## src/rtl/subdw_pkg.sv

```systemverilog
`timescale 1ns/1ps
package subdw_pkg;
  typedef enum logic [2:0] {
    SEL_FULL = 3'd0,
    SEL_B0   = 3'd1,
    SEL_B1   = 3'd2,
    SEL_B2   = 3'd3,
    SEL_B3   = 3'd4,
    SEL_H0   = 3'd5,
    SEL_H1   = 3'd6,
    SEL_ALT  = 3'd7
  } sel_e;

  typedef enum logic [1:0] {
    POL_ZERO = 2'd0,
    POL_SIGN = 2'd1,
    POL_KEEP = 2'd2,
    POL_ALT  = 2'd3
  } pol_e;
endpackage

```

## src/rtl/subdw_field_decode.sv

```systemverilog
`timescale 1ns/1ps
module subdw_field_decode #(
  parameter int DATA_W = 32,
  localparam int IDX_W = $clog2(DATA_W),
  localparam int WID_W = IDX_W + 1
) (
  input  logic [2:0]       sel,
  output logic [IDX_W-1:0] lsb,
  output logic [WID_W-1:0] wid
);
  import subdw_pkg::*;
  localparam int BYTE_W = DATA_W / 4;
  localparam int HALF_W = DATA_W / 2;

  always_comb begin
    lsb = '0;
    wid = WID_W'(DATA_W);
    case (sel_e'(sel))
      SEL_B0: begin lsb = '0;                    wid = WID_W'(BYTE_W); end
      SEL_B1: begin lsb = IDX_W'(BYTE_W);        wid = WID_W'(BYTE_W); end
      SEL_B2: begin lsb = IDX_W'(2 * BYTE_W);    wid = WID_W'(BYTE_W); end
      SEL_B3: begin lsb = IDX_W'(3 * BYTE_W);    wid = WID_W'(BYTE_W); end
      SEL_H0: begin lsb = '0;                    wid = WID_W'(HALF_W); end
      SEL_H1: begin lsb = IDX_W'(HALF_W);        wid = WID_W'(HALF_W); end
      default: begin lsb = '0;                   wid = WID_W'(DATA_W); end
    endcase
  end
endmodule

```

## src/rtl/subdw_src_extract.sv

```systemverilog
`timescale 1ns/1ps
module subdw_src_extract #(
  parameter int DATA_W = 32
) (
  input  logic [DATA_W-1:0] opnd,
  input  logic [2:0]        sel,
  input  logic              sext,
  output logic [DATA_W-1:0] wide
);
  localparam int IDX_W = $clog2(DATA_W);
  localparam int WID_W = IDX_W + 1;

  logic [IDX_W-1:0]  lsb;
  logic [WID_W-1:0]  wid;
  logic [DATA_W-1:0] shifted;
  logic [IDX_W-1:0]  top_idx;
  logic              fill;

  subdw_field_decode #(.DATA_W(DATA_W)) u_dec (
    .sel (sel),
    .lsb (lsb),
    .wid (wid)
  );

  assign shifted = opnd >> lsb;
  assign top_idx = IDX_W'(wid - WID_W'(1));
  assign fill    = sext & shifted[top_idx];

  always_comb begin
    for (int i = 0; i < DATA_W; i++) begin
      if (i < int'(wid)) wide[i] = shifted[i];
      else               wide[i] = fill;
    end
  end
endmodule

```

## src/rtl/subdw_dst_merge.sv

```systemverilog
`timescale 1ns/1ps
module subdw_dst_merge #(
  parameter int DATA_W = 32
) (
  input  logic [DATA_W-1:0] res,
  input  logic [DATA_W-1:0] old,
  input  logic [2:0]        sel,
  input  logic [1:0]        pol,
  output logic [DATA_W-1:0] merged
);
  import subdw_pkg::*;
  localparam int IDX_W = $clog2(DATA_W);
  localparam int WID_W = IDX_W + 1;

  logic [IDX_W-1:0] lsb;
  logic [WID_W-1:0] wid;
  logic [WID_W-1:0] hi_lim;
  logic [IDX_W-1:0] top_idx;
  logic             sign_bit;
  logic             clr_below;
  logic             clr_above;

  subdw_field_decode #(.DATA_W(DATA_W)) u_dec (
    .sel (sel),
    .lsb (lsb),
    .wid (wid)
  );

  assign hi_lim    = WID_W'(lsb) + wid;
  assign top_idx   = IDX_W'(wid - WID_W'(1));
  assign sign_bit  = res[top_idx];
  assign clr_below = (pol_e'(pol) == POL_ZERO) || (pol_e'(pol) == POL_SIGN);
  assign clr_above = (pol_e'(pol) == POL_ZERO);

  always_comb begin
    for (int i = 0; i < DATA_W; i++) begin
      if (i < int'(lsb)) begin
        merged[i] = clr_below ? 1'b0 : old[i];
      end else if (i < int'(hi_lim)) begin
        merged[i] = res[IDX_W'(i - int'(lsb))];
      end else if (pol_e'(pol) == POL_SIGN) begin
        merged[i] = sign_bit;
      end else begin
        merged[i] = clr_above ? 1'b0 : old[i];
      end
    end
  end
endmodule

```

## src/rtl/subdw_select_merge.sv

```systemverilog
`timescale 1ns/1ps
module subdw_select_merge #(
  parameter int DATA_W = 32
) (
  input  logic              clk,
  input  logic              rst_n,
  input  logic              in_valid,
  input  logic [DATA_W-1:0] src_a,
  input  logic [DATA_W-1:0] src_b,
  input  logic [2:0]        sel_a,
  input  logic [2:0]        sel_b,
  input  logic              sext_a,
  input  logic              sext_b,
  input  logic [DATA_W-1:0] alu_res,
  input  logic [DATA_W-1:0] dst_old,
  input  logic [2:0]        dst_sel,
  input  logic [1:0]        unused_pol,
  output logic              out_valid,
  output logic [DATA_W-1:0] opnd_a,
  output logic [DATA_W-1:0] opnd_b,
  output logic [DATA_W-1:0] dst_out
);
  localparam int NUM_SRC = 2;

  logic [DATA_W-1:0] src_v  [NUM_SRC];
  logic [2:0]        sel_v  [NUM_SRC];
  logic              sext_v [NUM_SRC];
  logic [DATA_W-1:0] wide_v [NUM_SRC];
  logic [DATA_W-1:0] opnd_q [NUM_SRC];
  logic [DATA_W-1:0] opnd_d [NUM_SRC];

  assign src_v[0]  = src_a;
  assign src_v[1]  = src_b;
  assign sel_v[0]  = sel_a;
  assign sel_v[1]  = sel_b;
  assign sext_v[0] = sext_a;
  assign sext_v[1] = sext_b;

  for (genvar g = 0; g < NUM_SRC; g++) begin : g_src
    subdw_src_extract #(.DATA_W(DATA_W)) u_ext (
      .opnd (src_v[g]),
      .sel  (sel_v[g]),
      .sext (sext_v[g]),
      .wide (wide_v[g])
    );
  end

  logic [DATA_W-1:0] merged;
  logic [DATA_W-1:0] dst_q;
  logic [DATA_W-1:0] dst_d;
  logic              vld_q;

  subdw_dst_merge #(.DATA_W(DATA_W)) u_merge (
    .res    (alu_res),
    .old    (dst_old),
    .sel    (dst_sel),
    .pol    (unused_pol),
    .merged (merged)
  );

  // next-state: load on valid, otherwise hold
  always_comb begin
    for (int s = 0; s < NUM_SRC; s++) begin
      opnd_d[s] = in_valid ? wide_v[s] : opnd_q[s];
    end
    dst_d = in_valid ? merged : dst_q;
  end

  always_ff @(posedge clk or negedge rst_n) begin
    if (!rst_n) begin
      vld_q <= 1'b0;
      dst_q <= '0;
      for (int s = 0; s < NUM_SRC; s++) opnd_q[s] <= '0;
    end else begin
      vld_q <= in_valid;
      dst_q <= dst_d;
      for (int s = 0; s < NUM_SRC; s++) opnd_q[s] <= opnd_d[s];
    end
  end

  assign out_valid = vld_q;
  assign opnd_a    = opnd_q[0];
  assign opnd_b    = opnd_q[1];
  assign dst_out   = dst_q;
endmodule

```

## config.mk

```make
export PLATFORM = sky130hd
export DESIGN_NAME = subdw_select_merge
export DESIGN_NICKNAME = d
export VERILOG_FILES = /design/src/rtl/subdw_pkg.sv /design/src/rtl/subdw_field_decode.sv /design/src/rtl/subdw_src_extract.sv /design/src/rtl/subdw_dst_merge.sv /design/src/rtl/subdw_select_merge.sv
export SDC_FILE = /design/constraint.sdc
export NUM_CORES = 1
export LEC_CHECK = 0
export BUFFER_PORTS_ARGS = -buffer_cell sky130_fd_sc_hd__buf_2
export CORE_ASPECT_RATIO = 0.7
export CORE_MARGIN = 1
export CORE_UTILIZATION = 50
export DETAILED_ROUTE_END_ITERATION = 12
export PLACE_DENSITY = 0.8
export SETUP_SLACK_MARGIN = 0.1
export SLEW_MARGIN = 10
export SYNTH_ARGS = -nofsm -noshare
export SYNTH_HDL_FRONTEND = slang
export SYNTH_SLANG_ARGS = --single-unit
export TNS_END_PERCENT = 10
```

## constraint.sdc

```tcl
create_clock -name clk -period 1.1 [get_ports clk]
set_input_delay 0.11 -clock clk [delete_from_list [all_inputs] [get_ports clk]]
set_output_delay 0.11 -clock clk [all_outputs]
set_load 0.005 [all_outputs]
```

======== After elaboration in Yosys (flattened, before gate mapping) ========
Cells that the tools add are included.
cells by class
  $add $sub $neg .......................... 36
  bitwise gates (word level) .............. 2
  divide/modulo/power cells ............... 0
  multipliers ............................. 0
  $lt $le $gt $ge ......................... 162
  reduce and logical (&&, ||, !) cells .... 11
  shifts and indexed selects .............. 2
  multiplexer cells ....................... 330
  equal/unequal tests ..................... 19
operator list
  cell                   number
  $mux W1                289
  $lt A5 B6 Y1 const A   48
  $lt A5 B7 Y1 const B   32
  $bmux W1 S5            35
  $lt A4 B6 Y1 const A   24
  $sub A5 B5 Y5 const A  16
  $lt A5 B5 Y1 const A   15
  $lt A3 B6 Y1 const A   12
  $shr A32 B5 Y32        2
  $pmux W5 S3            3
  $lt A4 B5 Y1 const A   8
  $sub A4 B5 Y5 const A  8
  $lt A1 B6 Y1 const A   6
  $lt A2 B6 Y1 const A   6
  $pmux W6 S2            3
  $eq A3 B3 Y1 const B   9
  $lt A3 B5 Y1 const A   4
  $sub A3 B5 Y5 const A  4
  $eq A3 B2 Y1 const B   6
  $lt A5 B6 Y1 const B   3
  $sub A5 B1 Y5 const B  3
  $reduce_or A2 Y1       6
  $reduce_or A4 Y1       3
  $lt A1 B5 Y1 const A   2
  9 further kinds        15
storage, ports and cells
  memories kept ........................... 0
  output and inout port bits .............. 97
  ROM bits ................................ 0
  word-level logic and storage cells ...... 566
  latch bits .............................. 0
  bits in registers ....................... 97
  RAM bits ................................ 0

======== Logic depth before layout (Yosys ltp) ========
Gate-level depths: netlist (run 1).
  word-level depth ........................ 9
  mapped depth ............................ 15

======== Cells and area by module ========
From an unflattened synthesis (run 1), not the netlist that was laid out.
unflattened totals
  cell total of the unflattened synthesis .. 1480
  area total of the unflattened synthesis .. 14350.0 sq um
modules (own cells, without submodules)
  module              times used  area an instance (sq um)  cells an instance
  subdw_src_extract   2           2805.2                    357
  subdw_dst_merge     1           4600.7                    505
  subdw_select_merge  1           3789.9                    204
  subdw_field_decode  3           116.4                     19

======== Worst setup path after synthesis (run 1) ========
OpenSTA, ideal clock, no wires.
  kind .................................... in2reg
  from .................................... input port dst_sel[1]
  to ...................................... register dst_q[17] (netlist: dst_out[17])
  arrival ................................. 2485 ps
  slack ................................... -1510 ps
  setup time .............................. 125 ps
  stages on the path ...................... 13
  path through ............................ buf_6 > xnor2_2 > nor2_4 > buf_12 > buf_12 > buf_12 > ha_1 > nand2_1 > a21oi_1 > a211oi_2 > o211a_4 > a21oi_1 > mux2_2
on the way
  longest elaborated chain between the ends .. 9
  elaborated cells between the ends (all ways) .. 24
RTL lines
  item                                                            RTL line                                      source
  start, declared                                                 subdw_select_merge.sv:16                      input logic [2:0] dst_sel,
  $eq A3 B3 Y1 (tied with other cells)                            subdw_field_decode.sv:18                      case (sel_e'(sel))
  $reduce_or A4 Y1 (no line) or $reduce_or A2 Y1 (tied branches)  --
  $pmux W6 S2 or $pmux W5 S3 (tied branches)                      subdw_field_decode.sv:18
  $sub A5 B1 Y5 or $sub A5 B5 Y5 (tied branches)                  subdw_dst_merge.sv:30, subdw_dst_merge.sv:40
  $bmux W1 S5 (on tied branches)                                  subdw_dst_merge.sv:31, subdw_dst_merge.sv:40
  $mux W1 (on tied branches)                                      subdw_dst_merge.sv:31, subdw_dst_merge.sv:40
  $mux W1 (on tied branches)                                      subdw_dst_merge.sv:41, subdw_dst_merge.sv:40
  $mux W1                                                         subdw_dst_merge.sv:39                         end else if (i < int'(hi_lim)) begin
  $mux W1 (*)                                                     subdw_dst_merge.sv:37                         if (i < int'(lsb)) begin
  end signal, assigned                                            subdw_select_merge.sv:76                      dst_q <= dst_d;
  end, declared                                                   subdw_select_merge.sv:49                      logic [DATA_W-1:0] dst_q;
Every way passes the cells marked *; elsewhere a longest branch is shown, timed or not. The select of a mux whose other input is x is not followed.
A chain may end at the register's enable or synchronous reset.

======== Worst setup path in the final report (run 1) ========
  from .................................... input port sel_b[1]
  to ...................................... register opnd_q (netlist bit opnd_b[31])
on the way
  longest elaborated chain between the ends .. 8
  elaborated cells between the ends (all ways) .. 18
RTL lines
  item                                                            RTL line                                          source
  start, declared                                                 subdw_select_merge.sv:11                          input logic [2:0] sel_b,
  $eq A3 B3 Y1 (tied with other cells)                            subdw_field_decode.sv:18
  $reduce_or A4 Y1 (no line) or $reduce_or A2 Y1 (tied branches)  --
  $pmux W6 S2 or $pmux W5 S3 (tied branches)                      subdw_field_decode.sv:18
  $sub A5 B1 Y5 or $shr A32 B5 Y32 (tied branches)                subdw_src_extract.sv:26, subdw_src_extract.sv:25
  $bmux W1 S5                                                     subdw_src_extract.sv:27                           assign fill = sext & shifted[top_idx];
  $mux W1 (not written as such)                                   subdw_src_extract.sv:27
  $and A1 B1 Y1                                                   subdw_src_extract.sv:27
  $mux W1 (*)                                                     subdw_src_extract.sv:31                           if (i < int'(wid)) wide[i] = shifted[i];
  end, declared                                                   subdw_select_merge.sv:29                          logic [DATA_W-1:0] opnd_q [NUM_SRC];
Marks and branches as above.

==> results of run 1 <==
-- stage by stage --
stage	worst slack, ns	instance area, sq um	cells	TNS (ns)	hold slack [ns]
after floorplan	-1.42	6960	728	-117.43	-0.186
after global placement	-1.24	9330	1253	-103.34	0.0476
after detailed placement	-1.33	9330	1253	-109.89	0.0474
after CTS	-0.760	9980	1281	-63.35	0.000112
after global routing	-0.900	10200	1284	-71.03	0.00670
final	-0.828	10200	1284	-63.16	0.00785
-- final cells by class --
type / instances / share of cell area
well taps: 185 / 0.0226
inverters: 14 / 0.00514
clock buffers: 11 / 0.0237
multi-input cells: 558 / 0.438
flip-flops and latches: 97 / 0.237
clock inverters: 4 / 0.00294
repair buffers: 415 / 0.270
-- how the worst max path moves through the flow --
stage / startpoint / endpoint / slack [ns] / cells after the start
floorplan: dst_sel[1] / dst_out[17]$_DFFE_PN0P_ / -1.42 / 14
global placement: sel_b[1] / opnd_b[27]$_DFFE_PN0P_ / -1.24 / 11
detailed placement: sel_b[1] / opnd_b[31]$_DFFE_PN0P_ / -1.33 / 11
CTS: sel_a[1] / opnd_a[27]$_DFFE_PN0P_ / -0.76 / 11
global route: sel_b[1] / opnd_b[31]$_DFFE_PN0P_ / -0.90 / 12
finish: sel_b[1] / opnd_b[31]$_DFFE_PN0P_ / -0.83 / 12
-- routing by layer --
layer,global-route usage,vias to the layer above
met5,0,-
met3,0.0897,60
met1,0.456,3579
li1,-,3445
met4,0.116,0
met2,0.529,432
-- power by group through the flow --
stage | combinational, mW | sequential, mW | clock, mW
2_1_floorplan | 2.30 | 4.63 | 0
3_3_place_gp | 4.43 | 4.62 | 0
3_5_place_dp | 4.55 | 4.62 | 0
4_1_cts | 4.80 | 4.57 | 3.01
5_1_grt | 5.48 | 4.65 | 3.13
6_report | 5.08 | 4.59 | 2.96
-- flip-flops by register name, indices dropped and copies added (netlist names) --
| signal | count |
|---|---|
| dst_out | 32 |
| opnd_b | 32 |
| opnd_a | 32 |
| out_valid | 1 |
-- Yosys cell counts (all sizes together), types with 5 or more instances --
library cell   n
a21oi         88
a221o          9
a221oi         7
a22o          15
a31oi         21
a41oi          8
and2           8
buf           36
clkbuf        22
dfrtp         97
ha             9
inv           14
mux2          20
mux2i         65
mux4          16
nand2         82
nand2b        12
nand3          7
nor2          57
nor2b          7
nor3          12
o211ai         9
o21a          10
o21ai         24
o22ai         16
xnor2          5
xor2           5
-- repair_timing --
action                                 CTS  global route
gates resized for setup                 59            49
hold buffers                             5             0
endpoints found under the hold margin   30             0
pin swaps                               26            27
setup endpoints to repair               97           136
buffers inserted                         8             3
-- logic make-up after synthesis --
group | count (synthesis)
flops | 97
simple gates | 207
fa+ha+maj | 9
mux | 101
buf+inv | 73
xor+xnor | 10
compound gates | 231
==> flow_summary.json, run 1 <==
{
  "outcome": "complete, but fails checks",
  "violations": "negative setup slack",
  "switchingPower_mw": 4.25,
  "path_clk_slew_ns": 0.08,
  "yosysTopAreaCellShare": 0.352,
  "nNetsFinal": 1248,
  "synth_largest_area_cell": "dfrtp_1",
  "internal_power_mw": 8.39,
  "synth_mux_area_frac": 0.186,
  "final_common_cell": "buf_2",
  "coreArea_sq_mm": 0.0133,
  "wl_um": 24300,
  "slew_headroom": 0.420,
  "cts_root_buffer": "clkbuf_16",
  "port_buffers": 240,
  "grt_max_degree": 38,
  "syn_to_final_growth_pct": 48.2,
  "period_share": 1.75,
  "switching_share": 0.336,
  "cts_buffers": 9,
  "yosys.area_share.simple": 0.143,
  "multi_input_area_sq_mm": 0.00448,
  "cp_max_fo": 6,
  "async_flop_share": 1.00,
  "top_layer": "met4",
  "layout_common_cells": "230 x buf_2, 149 x buf_4, 97 x dfrtp_1",
  "clockPowerShare": 0.234,
  "antenna_left": 0,
  "cts_max_level": 3,
  "wl_met3_um": 2220,
  "synth.avg_cell_area_sq_um": 9.48,
  "ys_seq_area_frac": 0.352,
  "crit_chain": "buf_6, nor2_4, xor2_2, inv_2, ha_4, a211oi_4, a31oi_4, o221ai_2, a22oi_2, nor3b_4, buf_4, a221o_1",
  "drv_cap": 0,
  "grt_pass1_vias": 7230,
  "drt_first_pass_iters": 7,
  "hold_viol": 0,
  "ys_warn_count": 0,
  "grt_pass1_wl_um": 37400,
  "rr_startpoint": "opnd_b[31]$_DFFE_PN0P_",
  "ys_types": 80,
  "via_per_inst": 5.85,
  "powerDensity_mw_per_mm2": 1240,
  "grtUsageTotal": 0.339,
  "peakVddDrop_mv": 0.716,
  "drive_above_1_share": 0.494,
  "met2WireLength_um": 11100,
  "finalPower_mw": 12.6,
  "hold-path-endpoint": "dst_out[29]$_DFFE_PN0P_",
  "regArea_sq_mm": 0.00243,
  "tightest_slew_ns": 0.864,
  "cp.arrival_ns": 2.14,
  "synthAdderAreaFrac": 0.0163,
  "vias": 7516,
  "die_height_um": 100,
  "synth_enable_flop_cells": 0,
  "synth_top_family_by_area": "compound AO/OA/AOI/OAI gates",
  "die_w_um": 142,
  "synth_xor_area_frac": 0.0138,
  "skew_ns": 0,
  "crit_slowest_cell": "a211oi_4",
  "criticalPathCategory": "input pin to register",
  "cpPeakStageDelay_ns": 0.28,
  "hp-class": "input pin to register",
  "n_fill_cell": 931,
  "end_kind": "register",
  "tritoncts": "done",
  "cts.sinks": 97,
  "drcViolationCount": 0,
  "hpwl_um": 18200,
  "initial_core_util": 0.519,
  "drt_iter0_drc": 488,
  "layout_setup_ws_ns": -0.828,
  "reg2reg_depth": 1,
  "clockBufferDepth": 2,
  "die_area_sq_mm": 0.0143,
  "fmax_mhz": 519,
  "post-route-util": 0.768,
  "slew_violations": 0,
  "comb_power_share": 0.402,
  "r2r-end": "opnd_b[31]$_DFFE_PN0P_",
  "seq_power_share": 0.363,
  "routedLengthMet1_um": 10500,
  "holdPathStages": 3,
  "hold_start": "dst_old[29]",
  "r2r_slack_ns": 0.21,
  "n_antenna_cell": 0,
  "ios": 241,
  "critPathRequiredTime_ns": 1.31,
  "rows": 35,
  "start_kind": "input pin",
  "grt_overflow": 0,
  "antenna_found_initial": 0,
  "crit_family": "compound AO/OA/AOI/OAI gates",
  "yosys-top-cells-area": "dfrtp_1 35%, mux2i_1 9.3%, a21oi_1 6.4%",
  "setup_viol": 96,
  "synthCells": 728,
  "gp_congestion": 0.968,
  "path_buf_inv": 3,
  "ys.flop_type": "dfrtp_1",
  "p_leak_nw": 4.85,
  "period_needed_ns": 1.93,
  "syn_area_sq_mm": 0.00690,
  "synth-seq-cells": 97,
  "synth_compound_area_frac": 0.227,
  "synth_nets": 881,
  "avgRoutedWirePerCell_um": 19.0,
  "rsz0062_at_grt": "yes",
  "worst_skew_pair.late_latency_ns": 0.34
}
No activity file was read; power rests on OpenSTA's default activity.
==> run 2, diff against run 1 <==
CTS_CLUSTER_SIZE = 10   (was unset)
PLACE_DENSITY = 0.72   (was 0.8)
SYNTH_HIERARCHICAL = 1   (was unset)
==> run 2 against run 1 <==
Net effect:
- the flow still finishes with violations (negative setup slack)
- setup slack lost 0.53 ns
- clock-buffer cell count shrank 2
- first-iteration DRC count rose to 3.6 times the previous value
- fmax down 21%
- cell count is 85% higher
- flip-flop and latch count unchanged
- area after synthesis grew 110%
- routed wire length rose by 130%
- clock power rose by 13%
- total power grew 86%
- sequential share of layout area is 11 points lower
- largest cell class unchanged
==> flow_summary.json, run 2 <==
{
  "ys_warn_count": 6,
  "synth_enable_flop_cells": 0,
  "syn_area_sq_mm": 0.0144,
  "grt_max_degree": 45,
  "setup_viol": 96,
  "drcViolationCount": 0,
  "synth_common_cells": "139 x nand2_1, 133 x mux4_2, 108 x a21oi_1",
  "layout_setup_ws_ns": -1.35,
  "clockBufferDepth": 2,
  "cts_root_buffer": "clkbuf_16",
  "wl_met3_um": 7230,
  "met2WireLength_um": 24300,
  "synth_top_family_by_area": "multiplexers",
  "port_buffers": 240,
  "wl_um": 56200,
  "start_kind": "input pin",
  "ys_types": 82,
  "antenna_found_initial": 0,
  "yosys.area_share.simple": 0.142,
  "drive_above_1_share": 0.518,
  "cts_buffers": 9,
  "tns_ns": -121.38,
  "cp_max_fo": 3,
  "nNetsFinal": 2171,
  "place_area_sq_mm": 0.0183,
  "antenna_left": 0,
  "cts.sinks": 97,
  "hp-class": "input pin to asynchronous set/reset pin",
  "cpPeakStageDelay_ns": 0.38,
  "yosysTopAreaCellShare": 0.209,
  "place_ws_ns": -1.80,
  "finalPower_mw": 23.5,
  "synth.avg_cell_area_sq_um": 9.70,
  "worst_skew_pair.late_latency_ns": 0.36,
  "skew_ns": 0,
  "outcome": "complete, but fails checks",
  "clockPowerShare": 0.142,
  "synth_xor_area_frac": 0.0293,
  "drt_first_pass_iters": 5,
  "p_leak_nw": 8.87,
  "top_layer": "met4",
  "grt_pass1_wl_um": 84900,
  "fin_cells": 2377,
  "syn_to_final_growth_pct": 35.8,
  "crit_family": "simple AND/OR/NAND/NOR gates",
  "hold_viol": 0,
  "path_buf_inv": 3,
  "crit_slowest_cell": "or3_4",
  "peakVddDrop_mv": 1.72,
  "seq_power_share": 0.227,
  "comb_power_share": 0.631,
  "tritoncts": "done",
  "end_kind": "register",
  "routedLengthMet1_um": 23400,
  "rows": 51,
  "gp_congestion": 1.01,
  "tightest_slew_ns": 0.579,
  "die_w_um": 204,
  "grt_pass1_vias": 14700,
  "synth-seq-cells": 97,
  "via_per_inst": 6.47,
  "synthCells": 1480,
  "avgRoutedWirePerCell_um": 23.7,
  "crit_path_frequent_cell": "buf_4",
  "async_flop_share": 1.00,
  "period_share": 2.23,
  "rsz0062_at_grt": "yes",
  "switching_share": 0.412,
  "drv_cap": 0,
  "violations": "negative setup slack",
  "layout_common_cells": "362 x buf_4, 219 x buf_2, 134 x nand2_1, 134 x mux4_2, 95 x dfrtp_1",
  "cts_max_level": 3,
  "slew_violations": 0,
  "cp.arrival_ns": 2.72,
  "n_fill_cell": 2183,
  "hold_ws_ns": 0.137,
  "synthAdderAreaFrac": 0.0241,
  "grtUsageTotal": 0.380,
  "powerDensity_mw_per_mm2": 1200,
  "ios": 241,
  "final_common_cell": "buf_4",
  "synthMostInstantiatedCell": "nand2_1",
  "die_area_sq_mm": 0.0294,
  "slew_headroom": 0.611,
  "switchingPower_mw": 9.67,
  "crit_chain": "buf_6, or3_4, and2_4, ha_4, o21a_1, or3_1, a22oi_2, nand2_2, buf_4, buf_4, o311ai_1, a21oi_1, mux2_2",
  "synth_largest_area_cell": "mux4_2",
  "critPathRequiredTime_ns": 1.37,
  "vias": 15400,
  "hpwl_um": 44400,
  "yosys-top-cells-area": "mux4_2 21%, dfrtp_1 17%, mux2_2 7.8%",
  "internal_power_mw": 13.8,
  "dp_cells": 2340,
  "die_height_um": 144,
  "drt_iter0_drc": 1762,
  "fin_area_sq_mm": 0.0195,
  "coreArea_sq_mm": 0.0280,
  "fmax_mhz": 407,
  "criticalPathCategory": "input pin to register",
  "path_clk_slew_ns": 0.09,
  "grt_overflow": 0,
  "period_needed_ns": 2.45,
  "synth_compound_area_frac": 0.160,
  "ys_seq_area_frac": 0.169,
  "synth_mux_area_frac": 0.409,
  "ys.flop_type": "dfrtp_1",
  "initial_core_util": 0.512,
  "post-route-util": 0.695
}
## run 2: routing by layer
| metal | track usage | vias to the layer above |
|---|---|---|
| met2 | 0.558 | 1006 |
| li1 | - | 6763 |
| met4 | 0.104 | 0 |
| met5 | 0 | - |
| met1 | 0.535 | 7506 |
| met3 | 0.120 | 106 |
## run 2: what timing repair did
action / in CTS / in global routing
setup buffers: 12 / 7
hold buffers: 1 / 0
endpoints found under the hold margin: 97 / 0
resized for setup: 115 / 64
pin swaps: 47 / 19
setup endpoints to repair: 183 / 192
## run 2: path summary, 6_finish.rpt
check                           depth (start not counted)                      end               startpoint  slack [ns]
worst max-delay path                                   13   dst_out[6]$_DFFE_PN0P_               dst_sel[2]       -1.35
worst min-delay path                                    2   opnd_b[15]$_DFFE_PN0P_                    rst_n        0.14
worst max register to register                          1  dst_out[21]$_DFFE_PN0P_  dst_out[21]$_DFFE_PN0P_        0.24
worst min register to register                          1    opnd_b[6]$_DFFE_PN0P_    opnd_b[6]$_DFFE_PN0P_        0.51
max in group asynchronous                               3   opnd_a[26]$_DFFE_PN0P_                    rst_n        0.43
min in group clk                                        4  dst_out[18]$_DFFE_PN0P_              dst_old[18]        0.16
## run 2: cells by family after synthesis
family | after synthesis
simple gates | 421
mux | 366
compound gates | 349
buf+inv | 172
flops | 97
xor+xnor | 45
fa+ha+maj | 27
other cells | 3
## run 2: power groups by stage
stage	clock (mW)	combinational (mW)	sequential (mW)
2_1_floorplan	0	7.51	5.19
3_3_place_gp	0	12.7	5.26
3_5_place_dp	0	12.9	5.27
4_1_cts	3.37	13.7	5.27
5_1_grt	3.50	15.6	5.41
6_report	3.33	14.8	5.33
## run 2: layout make-up
class | instances | area, sq um | share of cell area
Multi-Input combinational cell | 1226 | 11700 | 0.600
Antenna cell | 1 | 2.50 | 0.000128
Timing Repair Buffer | 628 | 4430 | 0.228
Clock inverter | 7 | 81.3 | 0.00417
Clock buffer | 9 | 225 | 0.0116
Tap cell | 371 | 464 | 0.0238
Sequential cell | 97 | 2430 | 0.125
Inverter | 38 | 150 | 0.00771
